--- config.mk ---
export PLATFORM = sky130hd
export DESIGN_NAME = wdt_rst_seq
export DESIGN_NICKNAME = d
export VERILOG_FILES = /design/src/rtl/wrst_pkg.sv /design/src/rtl/wrst_timer.sv /design/src/rtl/wrst_fsm.sv /design/src/rtl/wrst_regs.sv /design/src/rtl/wdt_rst_seq.sv
export SDC_FILE = /design/constraint.sdc
export NUM_CORES = 1
export LEC_CHECK = 0
export ABC_AREA = 1
export BUFFER_PORTS_ARGS = -buffer_cell sky130_fd_sc_hd__buf_2
export CAP_MARGIN = 20
export CORE_MARGIN = 5
export CORE_UTILIZATION = 29
export DETAILED_ROUTE_END_ITERATION = 6
export GPL_TIMING_DRIVEN = 0
export HOLD_SLACK_MARGIN = 0.12
export SYNTH_ARGS = -nofsm -noshare
export SYNTH_HDL_FRONTEND = slang
export SYNTH_SLANG_ARGS = --single-unit
--- constraint.sdc ---
create_clock -name clk_i -period 3 [get_ports clk_i]
set_clock_uncertainty 0.1 [all_clocks]
set_input_delay 0.45 -clock clk_i [delete_from_list [all_inputs] [get_ports clk_i]]
set_output_delay 0.45 -clock clk_i [all_outputs]
set_load 0.02 [all_outputs]
--- src/rtl/wrst_pkg.sv ---
package wrst_pkg;
   typedef enum logic [1:0] {
      ST_IDLE = 2'd0,
      ST_HOLD = 2'd1,
      ST_STAB = 2'd2,
      ST_RUN  = 2'd3
   } wrst_state_e;
endpackage

--- src/rtl/wrst_timer.sv ---
// Shared phase counter: measures the reset hold and the stabilization window.
module wrst_timer #(
   parameter int HOLD_CYC  = 16,
   parameter int STAB_LOG2 = 16
) (
   input  logic clk_i,
   input  logic por_n_i,
   input  logic clr_i,
   input  logic en_i,
   input  logic stab_sel_i,
   output logic done_o
);
   localparam int HW       = $clog2(HOLD_CYC);
   localparam int CW       = ((HW > STAB_LOG2) ? HW : STAB_LOG2) + 1;
   localparam int STAB_CYC = 2 ** STAB_LOG2;
   localparam logic [CW-1:0] HOLD_LAST = CW'(HOLD_CYC - 1);
   localparam logic [CW-1:0] STAB_LAST = CW'(STAB_CYC - 1);

   logic [CW-1:0] cnt_q;

   always_ff @(posedge clk_i or negedge por_n_i) begin
      if (!por_n_i)    cnt_q <= '0;
      else if (clr_i)  cnt_q <= '0;
      else if (en_i)   cnt_q <= cnt_q + CW'(1);
   end

   always_comb begin
      if (!en_i)           done_o = 1'b0;
      else if (stab_sel_i) done_o = (cnt_q == STAB_LAST);
      else                 done_o = (cnt_q == HOLD_LAST);
   end

   // the hold count never runs past its terminal value
   a_r2_hold_bound: assert property (@(posedge clk_i) disable iff (!por_n_i)
      (en_i && !stab_sel_i) |-> (cnt_q <= HOLD_LAST));
   // the stabilization count never runs past its terminal value
   a_r5_stab_bound: assert property (@(posedge clk_i) disable iff (!por_n_i)
      (en_i && stab_sel_i) |-> (cnt_q <= STAB_LAST));
endmodule

--- src/rtl/wrst_fsm.sv ---
// Phase sequencer: idle -> hold -> stabilize -> run, restart on qualified overflow.
module wrst_fsm
   import wrst_pkg::*;
(
   input  logic        clk_i,
   input  logic        por_n_i,
   input  logic        wdt_ovf_i,
   input  logic        wdt_rst_mode_i,
   input  logic        done_i,
   output wrst_state_e state_o,
   output logic        clr_o
);
   wrst_state_e state_q, state_d;
   logic        trig;

   assign trig = wdt_ovf_i & wdt_rst_mode_i;

   always_comb begin
      state_d = state_q;
      unique case (state_q)
         ST_IDLE: state_d = ST_HOLD;
         ST_HOLD: if (trig) state_d = ST_HOLD;
                  else if (done_i) state_d = ST_STAB;
         ST_STAB: if (trig) state_d = ST_HOLD;
                  else if (done_i) state_d = ST_RUN;
         ST_RUN:  if (trig) state_d = ST_HOLD;
         default: state_d = ST_IDLE;
      endcase
   end

   assign clr_o = (state_d != state_q) || trig;

   always_ff @(posedge clk_i or negedge por_n_i) begin
      if (!por_n_i) state_q <= ST_IDLE;
      else          state_q <= state_d;
   end

   assign state_o = state_q;

   a_r1_ignore_unqualified: assert property (@(posedge clk_i) disable iff (!por_n_i)
      (state_q == ST_RUN && !(wdt_ovf_i && wdt_rst_mode_i)) |=> (state_q == ST_RUN));
   a_r10_restart_hold: assert property (@(posedge clk_i) disable iff (!por_n_i)
      (wdt_ovf_i && wdt_rst_mode_i) |=> (state_q == ST_HOLD));
   a_r11_por_to_hold: assert property (@(posedge clk_i) disable iff (!por_n_i)
      (state_q == ST_IDLE) |=> (state_q == ST_HOLD));
   a_r5_run_after_done: assert property (@(posedge clk_i) disable iff (!por_n_i)
      (state_q == ST_RUN && $past(state_q) == ST_STAB) |-> $past(done_i));
endmodule

--- src/rtl/wrst_regs.sv ---
// Divider select (reset by system reset) and debug register (power-on reset only).
module wrst_regs #(
   parameter int          REG_W        = 8,
   parameter int          DIV_W        = 3,
   parameter int unsigned DIV_RST      = 3,
   parameter bit          DIV_WRITABLE = 1'b1
) (
   input  logic             clk_i,
   input  logic             por_n_i,
   input  logic             sys_rst_i,
   input  logic             run_i,
   input  logic             wr_i,
   input  logic             sel_i,
   input  logic [REG_W-1:0] wdata_i,
   output logic [DIV_W-1:0] div_q_o,
   output logic [REG_W-1:0] dbg_q_o
);
   localparam logic [DIV_W-1:0] DIV_DEF = DIV_W'(DIV_RST);

   logic wr_ok;
   assign wr_ok = wr_i & run_i;

   always_ff @(posedge clk_i or negedge por_n_i) begin
      if (!por_n_i)           dbg_q_o <= '0;
      else if (wr_ok && sel_i) dbg_q_o <= wdata_i;
   end

   generate
      if (DIV_WRITABLE) begin : g_div_rw
         always_ff @(posedge clk_i or negedge por_n_i) begin
            if (!por_n_i)             div_q_o <= DIV_DEF;
            else if (sys_rst_i)       div_q_o <= DIV_DEF;
            else if (wr_ok && !sel_i) div_q_o <= wdata_i[DIV_W-1:0];
         end
      end else begin : g_div_fixed
         assign div_q_o = DIV_DEF;
      end
   endgenerate

   a_r8_dbg_kept: assert property (@(posedge clk_i) disable iff (!por_n_i)
      sys_rst_i |=> $stable(dbg_q_o));
   a_r8_div_default: assert property (@(posedge clk_i) disable iff (!por_n_i)
      sys_rst_i |=> (div_q_o == DIV_DEF));
   a_r9_no_write_halted: assert property (@(posedge clk_i) disable iff (!por_n_i)
      !run_i |=> $stable(dbg_q_o));
endmodule

--- src/rtl/wdt_rst_seq.sv ---
module wdt_rst_seq
   import wrst_pkg::*;
#(
   parameter int          HOLD_CYC     = 16,
   parameter int          STAB_LOG2    = 16,
   parameter int          REG_W        = 8,
   parameter int          DIV_W        = 3,
   parameter int unsigned DIV_RST      = 3,
   parameter bit          DIV_WRITABLE = 1'b1
) (
   input  logic             clk_i,
   input  logic             por_n_i,
   input  logic             wdt_ovf_i,
   input  logic             wdt_rst_mode_i,
   input  logic             reg_wr_i,
   input  logic             reg_sel_i,
   input  logic [REG_W-1:0] reg_wdata_i,
   output logic             sys_rst_o,
   output logic             main_osc_en_o,
   output logic             ring_osc_en_o,
   output logic             sub_osc_en_o,
   output logic             cpu_clk_en_o,
   output logic             per_clk_en_o,
   output logic             wdt_clk_en_o,
   output logic [DIV_W-1:0] cpu_div_sel_o,
   output logic             pin_hiz_o,
   output logic             cpu_run_o,
   output logic [REG_W-1:0] dbg_mode_o,
   output logic [1:0]       state_o
);
   generate
      if (HOLD_CYC < 2) begin : g_bad_hold
         $error("HOLD_CYC must be at least 2");
      end
      if (STAB_LOG2 < 1 || STAB_LOG2 > 30) begin : g_bad_stab
         $error("STAB_LOG2 must lie in 1..30");
      end
      if (DIV_W < 2 || REG_W < DIV_W) begin : g_bad_width
         $error("need DIV_W >= 2 and REG_W >= DIV_W");
      end
      if (DIV_RST >= (1 << DIV_W)) begin : g_bad_div
         $error("DIV_RST does not fit in DIV_W bits");
      end
   endgenerate

   wrst_state_e st;
   logic        cnt_clr, cnt_done, cnt_en, in_rst, running;

   wrst_fsm u_fsm (
      .clk_i          (clk_i),
      .por_n_i        (por_n_i),
      .wdt_ovf_i      (wdt_ovf_i),
      .wdt_rst_mode_i (wdt_rst_mode_i),
      .done_i         (cnt_done),
      .state_o        (st),
      .clr_o          (cnt_clr)
   );

   assign cnt_en  = (st == ST_HOLD) || (st == ST_STAB);
   assign in_rst  = (st == ST_IDLE) || (st == ST_HOLD);
   assign running = (st == ST_RUN);

   wrst_timer #(.HOLD_CYC(HOLD_CYC), .STAB_LOG2(STAB_LOG2)) u_timer (
      .clk_i      (clk_i),
      .por_n_i    (por_n_i),
      .clr_i      (cnt_clr),
      .en_i       (cnt_en),
      .stab_sel_i (st == ST_STAB),
      .done_o     (cnt_done)
   );

   wrst_regs #(
      .REG_W(REG_W), .DIV_W(DIV_W), .DIV_RST(DIV_RST), .DIV_WRITABLE(DIV_WRITABLE)
   ) u_regs (
      .clk_i     (clk_i),
      .por_n_i   (por_n_i),
      .sys_rst_i (in_rst),
      .run_i     (running),
      .wr_i      (reg_wr_i),
      .sel_i     (reg_sel_i),
      .wdata_i   (reg_wdata_i),
      .div_q_o   (cpu_div_sel_o),
      .dbg_q_o   (dbg_mode_o)
   );

   assign sys_rst_o     = in_rst;
   assign main_osc_en_o = !in_rst;
   assign ring_osc_en_o = !in_rst;
   assign sub_osc_en_o  = 1'b1;
   assign cpu_clk_en_o  = running;
   assign per_clk_en_o  = running;
   assign wdt_clk_en_o  = running;
   assign pin_hiz_o     = in_rst;
   assign cpu_run_o     = running;
   assign state_o       = st;

   a_r3_osc_off_in_reset: assert property (@(posedge clk_i) disable iff (!por_n_i)
      sys_rst_o |-> (!main_osc_en_o && !ring_osc_en_o));
   a_r7_hiz_tracks_reset: assert property (@(posedge clk_i) disable iff (!por_n_i)
      pin_hiz_o == sys_rst_o);
   a_r6_div8_at_start: assert property (@(posedge clk_i) disable iff (!por_n_i)
      $rose(cpu_run_o) |-> (cpu_div_sel_o == DIV_W'(DIV_RST)));
   a_r5_gates_off_in_reset: assert property (@(posedge clk_i) disable iff (!por_n_i)
      sys_rst_o |-> !(cpu_clk_en_o || per_clk_en_o || wdt_clk_en_o || cpu_run_o));
endmodule

==> results.toml <==
[yosys]
ys_types = 31
synthTopCellsByArea = "dfrtp_1 39%, nor2_4 7.6%, nor2_1 6.5%"
synth.yosys.warnings = 0
synth_seq_area_share_pct = 42.4
yosysTopAreaCell = "dfrtp_1"
ys_ff_latch = 30
synth_area_um2 = 1780
syn_inst = 196
synth_nets = 216
yosysTopAreaCellShare_pct = 39.4
avgSynthCellArea_um2 = 9.07

[sta]
tns_ns = 0
rsz0062_at_grt = "no"
min_period_over_period_pct = 82.3
whs_ns = 0.107
setup_viol = 0
hold_viol = 0
final_max_slew_viol_count = 0
relSlewSlack_pct = 53.9
worstMarginPinSlew_ns = 0.692
finalWorstSetupSlack_ns = 0.531
period_needed_ns = 2.47
fmax_mhz = 405

[worst_setup_path]
critPathMaxStageDelay_ns = 0.44
cp_max_fo = 10
cpMaxStageDelayCell = "dfrtp_1"
reg2regPathDepth = 15
critical_path_required_ns = 3.06
cp-start-kind = "flop"
path_cells = "inv_1 > ha_1 > buf_6 > nand3_4 > nor2_4 > nand2_2 > nor2_4 > nand2_1 > nand2_1 > nand2_1 > nand2_2 > nand3_1 > nand3_4 > buf_12 > nor2_4"
path_buf_inv = 3
critical_path_class = "reg2reg"
critPathTopFamily = "simple AND/OR/NAND/NOR gates"
cp.depth = 15
end_kind = "flop"
crit_arrival_ns = 2.53

[global_route]
grt_max_degree = 31
grt_overflow = 0
grt_pass1_vias = 1325
track_usage_pct = 9.52
grt_pass1_wl_um = 5800
antenna_found_initial = 0

[clock_network]
cts_resized = 0
root_buffer = "clkbuf_8"
cts_buffer_depth = 2
cts.clk_slew.worst_paths_ns = 0.07
h-tree-depth = 2
post_cts_buffers = 0
clk-insertion-delay-late_ns = 0.28
cts_tree = "built"
cts_sinks = 30
cts_hold_buf = 0
cts_inserted_buffers = 5

[drt]
first_pass_iters = 4
avgRoutedWirePerCell_um = 10.8
num_vias = 1334
via_per_inst = 4.26
drc = 0
drt_wl_total_um = 3380
drtAntennaViolNets = 0
drt_iter0_drc = 51

[floorplan]
design.core.area_um2 = 5960
initial_core_util_pct = 29.9
die_area_um2 = 7800
fp.dieW_um = 88.3
row_count = 28
die_h_um = 88.3
io_pins = 36

[power_and_ir_drop]
clockPowerShare_pct = 34.0
p_int_w = 0.000981
seq_power_share_pct = 30.6
p_leak_nw = 1.03
power_switching_w = 0.000524
p_per_area_nw_per_um2 = 689
peakVddDrop_mv = 0.289
pwr-share-comb_pct = 35.4
switching_share_pct = 34.8

[final_layout]
syn_to_final_growth_pct = 22.9
layout_commonest_cell = "buf_2"
layout-drive-gt1-share_pct = 34.0
antenna_cells = 0
final_nets = 257
fillers = 615
mostFrequentLayoutCells = "34 x buf_2, 31 x nor2_1, 30 x nand2_1"

[placed_design]
io_buffer_count = 34
finalWeightedCongestion = 0.767
dpl.hpwl_um = 2560
dp_slack_ns = 0.517

[min_path]
hp-class = "in2async"

[job]
cap_viol_max_count = 0

[status]
status = "completed"
## through the flow
| step | cell area [um2] | std cells | utilization (%) | total power [W] |
|---|---|---|---|---|
| after global placement | 2040 | 305 | 34.3 | 0.00100 |
| final | 2180 | 313 | 36.7 | 0.00150 |
| after floorplan | 1780 | 196 | - | 0.000889 |
| after detailed placement | 2040 | 305 | 34.3 | 0.00101 |
| after global routing | 2180 | 313 | 36.7 | 0.00159 |
| after CTS | 2180 | 313 | 36.7 | 0.00153 |
## power by group through the flow
stage	clock, W	combinational, W	sequential, W
after floorplan	0	0.000405	0.000484
after global placement	0	0.000536	0.000467
after detailed placement	0	0.000542	0.000468
final	0.000512	0.000533	0.000460
after global routing	0.000540	0.000583	0.000465
after CTS	0.000523	0.000543	0.000461
## worst paths after layout
| kind | endpoint | slack (ns) | startpoint |
|---|---|---|---|
| setup / recovery | u_timer.cnt_q[11]$_DFFE_PN0P_ | 0.53 | u_fsm.state_o[0]$_DFF_PN0_ |
| hold / removal | u_fsm.state_o[1]$_DFF_PN0_ | 0.11 | por_n_i |
| setup reg to reg | u_timer.cnt_q[11]$_DFFE_PN0P_ | 0.53 | u_fsm.state_o[0]$_DFF_PN0_ |
| hold reg to reg | u_regs.dbg_q_o[0]$_DFFE_PN0P_ | 0.38 | u_regs.dbg_q_o[0]$_DFFE_PN0P_ |
| max in group asynchronous | u_timer.cnt_q[13]$_DFFE_PN0P_ | 2.24 | por_n_i |
| min in group clk_i | u_regs.div_q_o[2]$_DFFE_PN0P_ | 0.28 | reg_wdata_i[2] |
## registers in the layout, summed over array words and instances (netlist names)
name / cells
u_regs.dbg_q_o: 8
u_fsm.state_o: 2
u_regs.div_q_o: 3
u_timer.cnt_q: 17
## kinds of logic after synthesis
kind of cell | share of synthesized area (%)
adders and majority gates | 4.22
xor gates and xnor gates | 5.42
DFF | 42.4
buffers and inverters | 9.15
muxes | 4.36
and+or+nand+nor | 29.7
other | 0.211
AOI/OAI and AO/OA | 4.57
## cell usage after synthesis
cell type,n
buf_6,1
nand3_2,1
o21ai_2,1
nor2_1,31
nand2_1,30
xnor2_1,4
conb_1,1
nand3_1,8
nand3_4,2
nor2_2,2
buf_4,6
nand2_2,3
ha_1,6
nand2_4,1
nand4_1,2
o21ai_0,6
nor2_4,12
inv_1,23
nand3b_1,1
mux2_2,6
dfrtp_1,28
o22ai_1,2
xor2_1,7
a21oi_1,3
dfstp_2,2
a211oi_1,1
mux2i_1,1
buf_12,1
o211ai_1,1
nor3_1,2
or2_2,1
## cell type report
class | instances | area [um2] | area share [%]
buffer | 8 | 76.3 | 3.49
inverter | 23 | 86.3 | 3.95
timing repair buffer | 34 | 170 | 7.79
clock inverter | 2 | 60.1 | 2.75
sequential | 30 | 753 | 34.5
multi-input combinational | 135 | 862 | 39.5
clock buffer | 6 | 82.6 | 3.78
tap | 75 | 93.8 | 4.30
## routing by layer
| metal | track usage [%] | wire length, um | part of all wire, % | up-vias |
|---|---|---|---|---|
| li1 | - | - | - | 689 |
| met1 | 11.1 | 1460 | 43 | 609 |
| met2 | 16.3 | 1620 | 48 | 31 |
| met3 | 3.17 | 262 | 7.8 | 5 |
| met4 | 3.30 | 40 | 1.2 | 0 |
| met5 | 0 | 0 | 0 | - |
Power figures use the tool's default switching activity.
